--- src/rtl/mseq_pkg.sv ---
package mseq_pkg;
  localparam int CNT_W     = 8;
  localparam int ARG_W     = 8;
  localparam int NUM_LOOPS = 2;

  typedef enum logic [2:0] {
    OP_EMIT = 3'd0,
    OP_SETA = 3'd1,
    OP_SETB = 3'd2,
    OP_LOOP = 3'd3
  } op_e;

  typedef struct packed {
    logic [2:0]       op;
    logic             stop;
    logic             sel;
    logic [CNT_W-1:0] cnt;
    logic [ARG_W-1:0] arg;
  } instr_t;

  localparam int INSTR_W = $bits(instr_t);
endpackage

--- src/rtl/mseq_prog_mem.sv ---
module mseq_prog_mem #(
  parameter int DEPTH = 32,
  parameter int W     = 21,
  localparam int AW   = $clog2(DEPTH)
) (
  input  logic          clk_i,
  input  logic          we_i,
  input  logic [AW-1:0] waddr_i,
  input  logic [W-1:0]  wdata_i,
  input  logic [AW-1:0] raddr_i,
  output logic [W-1:0]  rdata_o
);
  logic [W-1:0] mem_q [DEPTH];

  always_ff @(posedge clk_i) begin
    if (we_i) mem_q[waddr_i] <= wdata_i;
  end

  assign rdata_o = mem_q[raddr_i];
endmodule

--- src/rtl/mseq_loop_ctr.sv ---
module mseq_loop_ctr #(
  parameter int CW = 8
) (
  input  logic          clk_i,
  input  logic          rst_ni,
  input  logic          clear_i,
  input  logic          hit_i,
  input  logic [CW-1:0] count_i,
  output logic          taken_o
);
  logic [CW-1:0] cnt_q;
  logic          idle;

  assign idle = (cnt_q == '0);

  // idle: start a new loop if more than one run requested; else step down
  always_comb taken_o = hit_i && (idle ? (count_i > CW'(1)) : (cnt_q != CW'(1)));

  always_ff @(posedge clk_i or negedge rst_ni) begin
    if (!rst_ni) begin
      cnt_q <= '0;
    end else if (clear_i) begin
      cnt_q <= '0;
    end else if (hit_i) begin
      if (idle) cnt_q <= (count_i > CW'(1)) ? count_i - CW'(1) : '0;
      else      cnt_q <= cnt_q - CW'(1);
    end
  end
endmodule

--- src/rtl/mseq_top.sv ---
module mseq_top
  import mseq_pkg::*;
#(
  parameter int DEPTH = 32,
  localparam int PC_W = $clog2(DEPTH)
) (
  input  logic               clk_i,
  input  logic               rst_ni,
  input  logic               prog_we_i,
  input  logic [PC_W-1:0]    prog_addr_i,
  input  logic [INSTR_W-1:0] prog_data_i,
  input  logic               start_i,
  output logic               busy_o,
  output logic               done_o,
  output logic               valid_o,
  output logic [ARG_W-1:0]   payload_o
);
  logic               run_q, done_q, valid_q;
  logic [ARG_W-1:0]   payload_q;
  logic [PC_W-1:0]    pc_q, bra_q, brb_q, target;
  logic [INSTR_W-1:0] rdata;
  instr_t             instr;
  logic               start_go, is_loop, is_emit, halt, taken;
  logic [NUM_LOOPS-1:0] taken_vec;

  mseq_prog_mem #(.DEPTH(DEPTH), .W(INSTR_W)) u_mem (
    .clk_i   (clk_i),
    .we_i    (prog_we_i && !run_q),
    .waddr_i (prog_addr_i),
    .wdata_i (prog_data_i),
    .raddr_i (pc_q),
    .rdata_o (rdata)
  );

  assign instr    = instr_t'(rdata);
  assign start_go = start_i && !run_q;
  assign is_loop  = run_q && (instr.op == OP_LOOP);
  assign is_emit  = run_q && (instr.op == OP_EMIT);
  assign halt     = run_q && instr.stop && (instr.op != OP_LOOP);
  assign target   = (bra_q < brb_q) ? bra_q : brb_q;

  for (genvar gi = 0; gi < NUM_LOOPS; gi++) begin : g_loop
    mseq_loop_ctr #(.CW(CNT_W)) u_ctr (
      .clk_i   (clk_i),
      .rst_ni  (rst_ni),
      .clear_i (start_go),
      .hit_i   (is_loop && (instr.sel == gi[0])),
      .count_i (instr.cnt),
      .taken_o (taken_vec[gi])
    );
  end

  assign taken = |taken_vec;

  always_ff @(posedge clk_i or negedge rst_ni) begin
    if (!rst_ni) begin
      run_q     <= 1'b0;
      done_q    <= 1'b0;
      valid_q   <= 1'b0;
      payload_q <= '0;
      pc_q      <= '0;
      bra_q     <= '0;
      brb_q     <= '0;
    end else begin
      done_q  <= 1'b0;
      valid_q <= is_emit;
      if (is_emit) payload_q <= instr.arg;
      if (start_go) begin
        run_q <= 1'b1;
        pc_q  <= '0;
        bra_q <= '0;
        brb_q <= '0;
      end else if (run_q) begin
        pc_q <= taken ? target : pc_q + PC_W'(1);
        if (instr.op == OP_SETA) bra_q <= instr.arg[PC_W-1:0];
        if (instr.op == OP_SETB) brb_q <= instr.arg[PC_W-1:0];
        if (halt) begin
          run_q  <= 1'b0;
          done_q <= 1'b1;
        end
      end
    end
  end

  assign busy_o    = run_q;
  assign done_o    = done_q;
  assign valid_o   = valid_q;
  assign payload_o = payload_q;
endmodule

--- config.mk ---
export PLATFORM = sky130hd
export DESIGN_NAME = mseq_top
export DESIGN_NICKNAME = d
export VERILOG_FILES = /design/src/rtl/mseq_pkg.sv /design/src/rtl/mseq_prog_mem.sv /design/src/rtl/mseq_loop_ctr.sv /design/src/rtl/mseq_top.sv
export SDC_FILE = /design/constraint.sdc
export NUM_CORES = 1
export LEC_CHECK = 0
export BUFFER_PORTS_ARGS = -buffer_cell sky130_fd_sc_hd__buf_2
export CAP_MARGIN = 5
export CORE_MARGIN = 4
export CORE_UTILIZATION = 49
export DETAILED_ROUTE_END_ITERATION = 16
export PLACE_DENSITY = 0.61
export SYNTH_ARGS = -nofsm -noshare
export SYNTH_HDL_FRONTEND = slang
export SYNTH_SLANG_ARGS = --single-unit
--- constraint.sdc ---
create_clock -name clk_i -period 4 [get_ports clk_i]
set_input_delay 0.4 -clock clk_i [delete_from_list [all_inputs] [get_ports clk_i]]
set_output_delay 0.4 -clock clk_i [all_outputs]
set_load 0.005 [all_outputs]
### Word-level counts from Yosys, hierarchy flattened

Memory sizes are Yosys's and may differ from the RTL's.
Index checks and enable logic that the tools add are counted.

| word-level totals | value |
|---|---|
| flip-flop bits (word level) | 42 |
| memories kept | 1 |
| bits of input ports | 30 |
| memory bits (writable) | 672 |

Memories:

| name | words | width | rd ports | clocked after Yosys merged registers in | write ports | line | text |
|---|---|---|---|---|---|---|---|
| u_mem.mem_q | 32 | 21 | 1 | 0 | 1 | mseq_prog_mem.sv:13 | `logic [W-1:0] mem_q [DEPTH];` |

| cells by class | value |
|---|---|
| reductions and logical operators | 22 |
| add/subtract/negate cells | 4 |
| bitwise operators | 1 |
| magnitude comparators | 2 |
| equality and inequality tests | 6 |
| multiplexer cells | 27 |

Operator list:

| operator | number |
|---|---|
| 2-to-1 mux 8 bit | 7 |
| 2-to-1 mux 5 bit | 10 |
| subtractor 8 x 1 -> 8 bit, second input constant | 3 |
| zero test 8 bit | 2 |
| inequality test 8 x 1 -> 1 bit, second input constant | 2 |
| logical AND 1 bit | 10 |
| 2-to-1 mux 1 bit | 10 |
| nonzero test 2 bit | 5 |
| > comparator 8 x 1 -> 1 bit, second input constant | 1 |
| == test 3 x 2 -> 1 bit, second input constant | 2 |
| adder 5 x 1 -> 5 bit, second input constant | 1 |
| less-than comparator 5 bit | 1 |
| AND reduction 2 bit | 2 |
| == test 3 x 1 -> 1 bit, second input constant | 1 |
| zero test 3 bit | 1 |
| inequality test 3 x 2 -> 1 bit, second input constant | 1 |
| OR reduction 2 bit | 1 |
| zero test 1 bit | 1 |
| NOT 1 bit | 1 |

### Depth between registers and ports, before layout

Gate-level depths: netlist of the first run.
An unclocked memory read counts as a cell.

| logic depth | value |
|---|---|
| depth in word-level cells | 9 |
| gate-level depth with buffers | 15 |
| depth with buffers taken out | 11 |

### Cells and area by module

From an unflattened synthesis of the first run, not the netlist that was laid out.

| second synthesis, totals | value |
|---|---|
| cells, all modules | 1775 |
| area total of the unflattened synthesis | 29201.8 sq um |

Modules (own cells, without submodules):

| module | area an instance (sq um) | cells each | times used |
|---|---|---|---|
| mseq_prog_mem | 26331.5 | 1460 | 1 |
| mseq_loop_ctr | 768.2 | 90 | 2 |
| mseq_top | 1333.8 | 135 | 1 |

### Least setup slack after synthesis of the first run

OpenSTA, ideal clock, no wires.

| path | value |
|---|---|
| kind | register to register |
| from | reg pc_q[4] |
| to | reg g_loop[1].u_ctr.cnt_q[2] |
| setup slack | 0.553 ns |
| cell stages (with the launch flop) | 15 |
| data required time | 3.879 ns |
| clock period less this slack | 3.447 ns |
| arrival time | 3.326 ns |
| library setup time | 0.121 ns |
| path through | dfrtp_1 -> buf_4 -> buf_6 -> buf_6 -> clkbuf_1 -> mux4_2 -> mux4_2 -> mux2i_1 -> ha_1 -> nor2_1 -> nand3b_2 -> or2_1 -> buf_6 -> a31o_1 -> a22o_1 |

| on the way | value |
|---|---|
| word-level cells in the longest chain between the ends | 6 |
| elaborated cells on any way between the ends | 11 |

Ends and longest elaborated chain:

| what | line | text |
|---|---|---|
| start: declaration | mseq_top.sv:20 | `logic [PC_W-1:0] pc_q, bra_q, brb_q, target;` |
| start signal: assignment | mseq_top.sv:74 | `pc_q <= taken ? target : pc_q + PC_W'(1);` |
| memory read (32 x 21 bit) (*) | n/a |  |
| subtractor 8 x 1 -> 8 bit or > comparator 8 x 1 -> 1 bit (tied branches) | mseq_loop_ctr.sv:25 | `if (idle) cnt_q <= (count_i > CW'(1)) ? count_i - CW'(1) : '0;` |
| 2-to-1 mux 8 bit (2 in a row) | mseq_loop_ctr.sv:25 |  |
| 2-to-1 mux 8 bit | mseq_loop_ctr.sv:24 | `end else if (hit_i) begin` |
| 2-to-1 mux 8 bit | mseq_loop_ctr.sv:22 | `end else if (clear_i) begin` |
| end signal: assignment | mseq_loop_ctr.sv:25 |  |
| end signal: assignment | mseq_loop_ctr.sv:26 | `else cnt_q <= cnt_q - CW'(1);` |
| end: declaration | mseq_loop_ctr.sv:11 | `logic [CW-1:0] cnt_q;` |

Mark *: on every way between the ends. The rest lies on a longest branch, timed or not. The select of a mux whose other input is x is not followed.
A chain may end at the register's enable or synchronous reset.

### Worst setup path in the final report of the first run

| path | value |
|---|---|
| from | reg pc_q[1] |
| to | reg g_loop[1].u_ctr.cnt_q[2] |

The elaborated chain is that of the path after synthesis.

==> results of run 1 <==
Yosys cell counts (6+ instances only):
master    count
edfxtp_1    672
mux4_2      131
mux2i_1     114
nor2_1       80
dfrtp_1      42
nand2_1      40
buf_2        31
a22oi_1      28
a21oi_1      24
o21ai_0      20
nor3_1       18
clkbuf_1     17
mux2_2       17
nand3_1      16
inv_1        15
nor2b_1      15
a211oi_1     13
ha_1         13
a22o_1       10
buf_1         9
buf_4         9
mux4_1        9
nand2b_1      9
nor3b_1       9
buf_6         8
nand3b_1      7
a211o_1       6
and3_1        6
o22ai_1       6
registers in the layout, summed over array words and instances, names as in the netlist:
register and cells:
u_mem.mem_q 672, bra_q 5, payload_o 8, g_loop.u_ctr.cnt_q 16
brb_q 5, busy_o 1, valid_o 1, pc_q 5
done_o 1
worst min-delay path by stage:
stage,from,endpoint,depth (start not counted)
finish,start_i,busy_o,3
global route,start_i,busy_o,3
CTS,start_i,busy_o,3
detailed placement,g_loop[1].u_ctr.cnt_q[3],g_loop[1].u_ctr.cnt_q[3],1
global placement,g_loop[1].u_ctr.cnt_q[3],g_loop[1].u_ctr.cnt_q[3],1
floorplan,rst_ni,bra_q[0],0
cell families (layout without fill, tap and decap cells):
group                    count (synthesis)  after routing
adder cells (fa/ha/maj)                 13             13
multiplexers                           271            271
AO/OA/AOI/OAI                          145            145
XOR/XNOR                                 3              3
flip-flops                             714            714
AND/OR/NAND/NOR                        243            243
other                                    0              2
buffers and inverters                   94            250
per-stage QoR:
stage	utilization	instance area (um^2)	setup slack, ps	hold WS (ps)	total power (W)
after CTS	0.562	32600	166	134	0.0214
final	0.563	32600	276	156	0.0214
after global routing	0.563	32600	87.0	200	0.0223
after global placement	0.522	30200	317	482	0.0147
after floorplan	-	28800	553	104	0.0130
after detailed placement	0.522	30200	166	490	0.0148
per-layer routing:
layer	routed length, um	GRT usage	vias up
met2	32500	0.341	647
met1	31000	0.339	7924
met3	5780	0.0452	117
met5	25	0	-
met4	1790	0.0680	4
li1	-	-	6286
tightest hold or removal path: stages:
cell and delay (ps):
buf_2 110, nor2_1 100, nor2_1 100
layout make-up:
| type | count | area share |
|---|---|---|
| repair buffers | 105 | 0.0223 |
| diodes | 2 | 0.000154 |
| well taps | 765 | 0.0294 |
| clock inverters | 33 | 0.0105 |
| clock buffers | 95 | 0.0608 |
| flip-flops and latches | 714 | 0.652 |
| multi-input cells | 675 | 0.223 |
| inverters | 17 | 0.00196 |
power breakdown:
| group | leakage (nW) | internal, W | switching [W] |
|---|---|---|---|
| clock | 1.13 | 0.00394 | 0.00277 |
| sequential | 6.59 | 0.00839 | 0.000304 |
| combinational | 2.79 | 0.00261 | 0.00333 |
timing repair:
item,CTS,global route
endpoints found under the hold margin,42,0
resized for setup,0,2
hold buffers,1,0
endpoints found under the setup margin,0,4
==> flow_summary.toml, run 1 <==
[critical_path]
endpoint = "g_loop[1].u_ctr.cnt_q[2]"
worstPathCellList = "mux4_2 > mux4_2 > mux2i_1 > ha_1 > nor2_1 > nand3b_2 > or2_1 > a31o_1 > a22o_1"
path_max_fanout = 21
slowest_delay_ps = 680
timing.critical_path.from = "pc_q[1]"
crit_family = "multiplexers"
r2r_end = "g_loop[1].u_ctr.cnt_q[2]"
path_depth = 9
setup.worst_path.class = "flop to flop"
arrival_ps = 4210
ff2ff_setup_slack_ps = 280
reg2regPathDepth = 9
cp_slowest_cell = "dfrtp_4"
crit_top_cell = "mux4_2"
end_kind = "flop"
startpoint_type = "flop"
worstReg2RegStart = "pc_q[1]"
critPathRequiredTime_ps = 4490
critPathBufInv = 0

[synth]
synth_nets = 1526
synthXorXnorAreaFrac = 0.000913
ys_ff_latch = 714
synth.avg_cell_area_um2 = 19.4
synth-compound-area-share = 0.0361
synth_edf_count = 672
synth_top_cell_by_area = "edfxtp_1"
netlist.area_leader.share = 0.701
ys.flop_type = "edfxtp_1"
muxShareOfSynthArea = 0.157
synth_area_leaders = "edfxtp_1 (70%), mux4_2 (10%), mux2i_1 (4.0%), dfrtp_1 (3.7%), nor2_1 (1.0%)"
synth_cell_types = 76
synth_top_family_by_area = "multiplexers"
synth-seq-area-share = 0.738
synthCells = 1483
synth_area_um2 = 28800
synth_fa_ha_area_frac = 0.00565
yosys_warnings = 0
ys_async_sr_fraction = 0.0588
synth_simple_gate_area_frac = 0.0440

[routing]
drc = 0
vias = 15000
drtIter0Drc = 1586
dr.pass1.iters = 5
ant_nets = 0
detail_route.wl_per_cell_um = 29.5
vias_per_cell = 6.23
routed_wirelength_um = 71100

[cells_and_area]
area_growth_pct = 13.2
seq_area_um2 = 21200
multi_input_area_um2 = 7260
drive_above_1_share = 0.245
final_cell_mix = "edfxtp_1 (672), mux4_2 (131), mux2i_1 (114), clkbuf_16 (75), buf_4 (61)"
final_common_cell = "edfxtp_1"
fin_cells = 2406
nNetsFinal = 1629
nFillCells = 4399

[timing]
worst_pin_slew_ps = 1180
rsz0062_at_grt = "no"
relSlewSlack = 0.214
timing.fmax_mhz = 268
setup_viol_count_final = 0
min_period_ps = 3720
fin_worst_skew_ps = 22.2
hold_viol = 0
drv_slew = 0
setup_tns_ps = 0
min_period_over_period = 0.931

[floorplanning]
core_area_um2 = 57900
die_h_um = 250
placementRows = 88
start_util = 0.497
die_area_um2 = 62700
io_pins = 41
die_w_um = 250

[grt]
grt.overflow.total = 0
grt_pass1_vias = 14900
grt_first_pass_wirelength_um = 103000
grt_max_degree = 63
track_usage = 0.226
antenna_found_initial = 5

[placed_design]
hpwl_um = 40500
dp_cells = 2275
gp_congestion = 0.797
io_buffers = 40

[clock_network]
cts.path.max_buffers = 3
cts_root_buf = "clkbuf_16"
cts_tree = "done"
cts_made_buffers = 73
post_cts_buffers = 0
htreeDepth = 3
clkTransAtPathRegs_ps = 60
clk_latency_ps = 610
cts_sinks = 714

[flow_run]
drv_cap = 0

[power]
vdd_drop_max_uv = 430
power_per_cell_area_nw_per_um2 = 655
power.leakage_nw = 10.5

[min_path]
hp-class = "input pin to flop"

[outcome]
outcome = "completed"
(Power assumes the default switching activity.)
==> inputs of run 2 (changes only) <==
--- a/config.mk
+++ b/config.mk
@@ -5,6 +5,7 @@
 export SDC_FILE = /design/constraint.sdc
 export NUM_CORES = 1
 export LEC_CHECK = 0
+export ABC_AREA = 1
 export BUFFER_PORTS_ARGS = -buffer_cell sky130_fd_sc_hd__buf_2
 export CAP_MARGIN = 5
 export CORE_MARGIN = 4
==> constraint.sdc (replaced) <==
create_clock -name clk_i -period 4.04 [get_ports clk_i]
set_input_delay 0.404 -clock clk_i [delete_from_list [all_inputs] [get_ports clk_i]]
set_output_delay 0.404 -clock clk_i [all_outputs]
set_load 0.005 [all_outputs]
==> run 2 against run 1 <==
Effect of this change: critical path depth rose by 5; synthesized cell count is 66% higher; via count increased by 29%; worst setup slack gained 210 ps; critical path type unchanged.
==> flow_summary.toml, run 2 <==
[grt]
track_usage = 0.241
antenna_found_initial = 2
grt_max_degree = 114
grt.overflow.total = 0
grt_pass1_vias = 18900
grt_first_pass_wirelength_um = 117000

[floorplanning]
die_w_um = 253
placementRows = 89
start_util = 0.497
core_area_um2 = 59400
io_pins = 41
die_h_um = 253
die_area_um2 = 64200

[clock_network]
cts_tree = "done"
hold_buffers = 1
clk_latency_ps = 620
clkTransAtPathRegs_ps = 60
cts_made_buffers = 74
cts_sinks = 714
cts.path.max_buffers = 3
htreeDepth = 3
post_cts_buffers = 0
cts_root_buf = "clkbuf_16"
cts.repair.resized = 0

[timing]
min_period_over_period = 0.879
fin_worst_skew_ps = 28.1
timing.fmax_mhz = 282
worst_pin_slew_ps = 1230
setup_tns_ps = 0
setup_viol_count_final = 0
hold_viol = 0
holdWs_ps = 172
rsz0062_at_grt = "no"
relSlewSlack = 0.183
setup_slack_ps = 488
drv_slew = 0
min_period_ps = 3550

[routing]
dr.pass1.iters = 6
routed_wirelength_um = 77700
vias = 19400
drtIter0Drc = 2015
ant_nets = 0
detail_route.wl_per_cell_um = 23.3
vias_per_cell = 5.83
drc = 0

[placed_design]
io_buffers = 40
hpwl_um = 42500
placed_area_um2 = 30500
gp_congestion = 0.851
pre_cts_ws_ps = 534

[synth]
yosys_warnings = 0
synth.avg_cell_area_um2 = 12.0
synth_nets = 2500
ys.flop_type = "edfxtp_1"
netlist_top_cells_count = "edfxtp_1 (672), nand2_1 (604), nand3_1 (389)"
yosysMostFrequentCell = "edfxtp_1"
synth-seq-area-share = 0.720
synth_area_um2 = 29500
synth_top_cell_by_area = "edfxtp_1"
synthCells = 2457
ys_async_sr_fraction = 0.0588
synth_area_leaders = "edfxtp_1 (68%), nand2_1 (7.7%), nand3_1 (6.6%), dfrtp_1 (3.6%), o21ai_0 (2.8%)"
ys_ff_latch = 714
synth_cell_types = 39
synth_edf_count = 672
netlist.area_leader.share = 0.684

[critical_path]
end_kind = "flop"
critPathBufInv = 2
cp_slowest_cell = "dfrtp_4"
path_max_fanout = 64
critPathRequiredTime_ps = 4510
setup.worst_path.class = "flop to flop"
worstPathCellList = "inv_8 > buf_4 > nand2_1 > nand3_1 > nand3_1 > nand2_1 > nand2_1 > nand2_1 > nand2_1 > nand2_1 > a21oi_1 > nand2_1 > nand2_1 > o21ai_0"
arrival_ps = 4020
startpoint_type = "flop"
slowest_delay_ps = 770
crit_top_cell = "nand2_1"
crit_family = "simple AND/OR/NAND/NOR gates"

[cells_and_area]
final_common_cell = "edfxtp_1"
fin_util = 0.554
largest_reg_flops = 672
regMostFlops = "u_mem.mem_q"
multi_input_area_um2 = 7320
area_growth_pct = 11.5
seq_area_um2 = 21200
nNetsFinal = 2539
drive_above_1_share = 0.106
final_cell_mix = "edfxtp_1 (672), nand2_1 (604), nand3_1 (389), nor2_1 (178), o21ai_0 (163)"
final_area_um2 = 32900
nFillCells = 4870

[power]
vdd_drop_max_uv = 397
power_per_cell_area_nw_per_um2 = 689
power.leakage_nw = 11.7

[outcome]
outcome = "completed"

[min_path]
hp-class = "input pin to flop"

[flow_run]
drv_cap = 0
-- run 2: cell count changes in the layout (fill, tap and decap cells not counted), moves of 16 or more --
cell	before	now
inv_1	15	44
mux4_2	131	0
o221ai_1	1	55
nor2_2	0	35
mux2_2	17	1
nand2_1	40	604
mux2i_1	114	0
o21ai_0	20	163
a22oi_1	28	0
nor2_4	33	4
nand3_1	16	389
nor2_1	48	178
-- run 2: logic make-up (layout without fill, tap and decap cells) --
group           after synthesis  count (layout)  synth area share
compound gates              289             289            0.0585
fa+ha+maj                    13              13           0.00551
buf+inv                     197             293            0.0351
other cells                   0               1                 0
flops                       714             714             0.720
xor+xnor                     11              11           0.00327
mux                           1               1          0.000382
simple gates               1232            1232             0.178
-- run 2: final cells by class --
| cell class | count | share of cell area |
|---|---|---|
| Sequential cell | 714 | 0.646 |
| Multi-Input combinational cell | 1546 | 0.222 |
| Clock buffer | 95 | 0.0609 |
| Tap cell | 773 | 0.0294 |
| Timing Repair Buffer | 111 | 0.0254 |
| Clock inverter | 38 | 0.00997 |
| Inverter | 49 | 0.00593 |
| Antenna cell | 1 | 0.0000761 |
-- run 2: final timing paths --
check                                               from                  endpoint  slack, ps  cells after the start
min in group asynchronous                         rst_ni  g_loop[0].u_ctr.cnt_q[7]        510                      2
worst max-delay path                             pc_q[0]              payload_o[4]        490                     14
worst min register to register  g_loop[1].u_ctr.cnt_q[7]  g_loop[1].u_ctr.cnt_q[7]        480                      2
worst min-delay path                             start_i                   pc_q[3]        170                      4
worst max register to register                   pc_q[0]              payload_o[4]        490                     14
max in group asynchronous                         rst_ni                   pc_q[1]       2760                      2
-- run 2: power by group --
part           switching, W  total, W  internal [W]
logic               0.00533   0.00745       0.00212
registers          0.000242   0.00855       0.00831
clock network       0.00277   0.00665       0.00388
-- run 2: routing by layer --
metal,global-route usage,share of wire
met1,0.335,0.42
met2,0.393,0.48
met3,0.0421,0.075
met4,0.0758,0.025
met5,0,0
-- run 2: worst reg2reg max path: stages (launching register included) --
cell	delay [ps]
dfrtp_4	770
inv_8	290
buf_4	390
nand2_1	110
nand3_1	80
nand3_1	120
nand2_1	70
nand2_1	80
nand2_1	120
nand2_1	90
nand2_1	130
a21oi_1	420
nand2_1	490
nand2_1	170
o21ai_0	90
-- run 2: through the flow --
step           power [W]  cells
2_1_floorplan     0.0139   2457
3_5_place_dp      0.0161   3192
3_3_place_gp      0.0160   3192
6_report          0.0227   3327
5_1_grt           0.0240   3326
4_1_cts           0.0227   3326
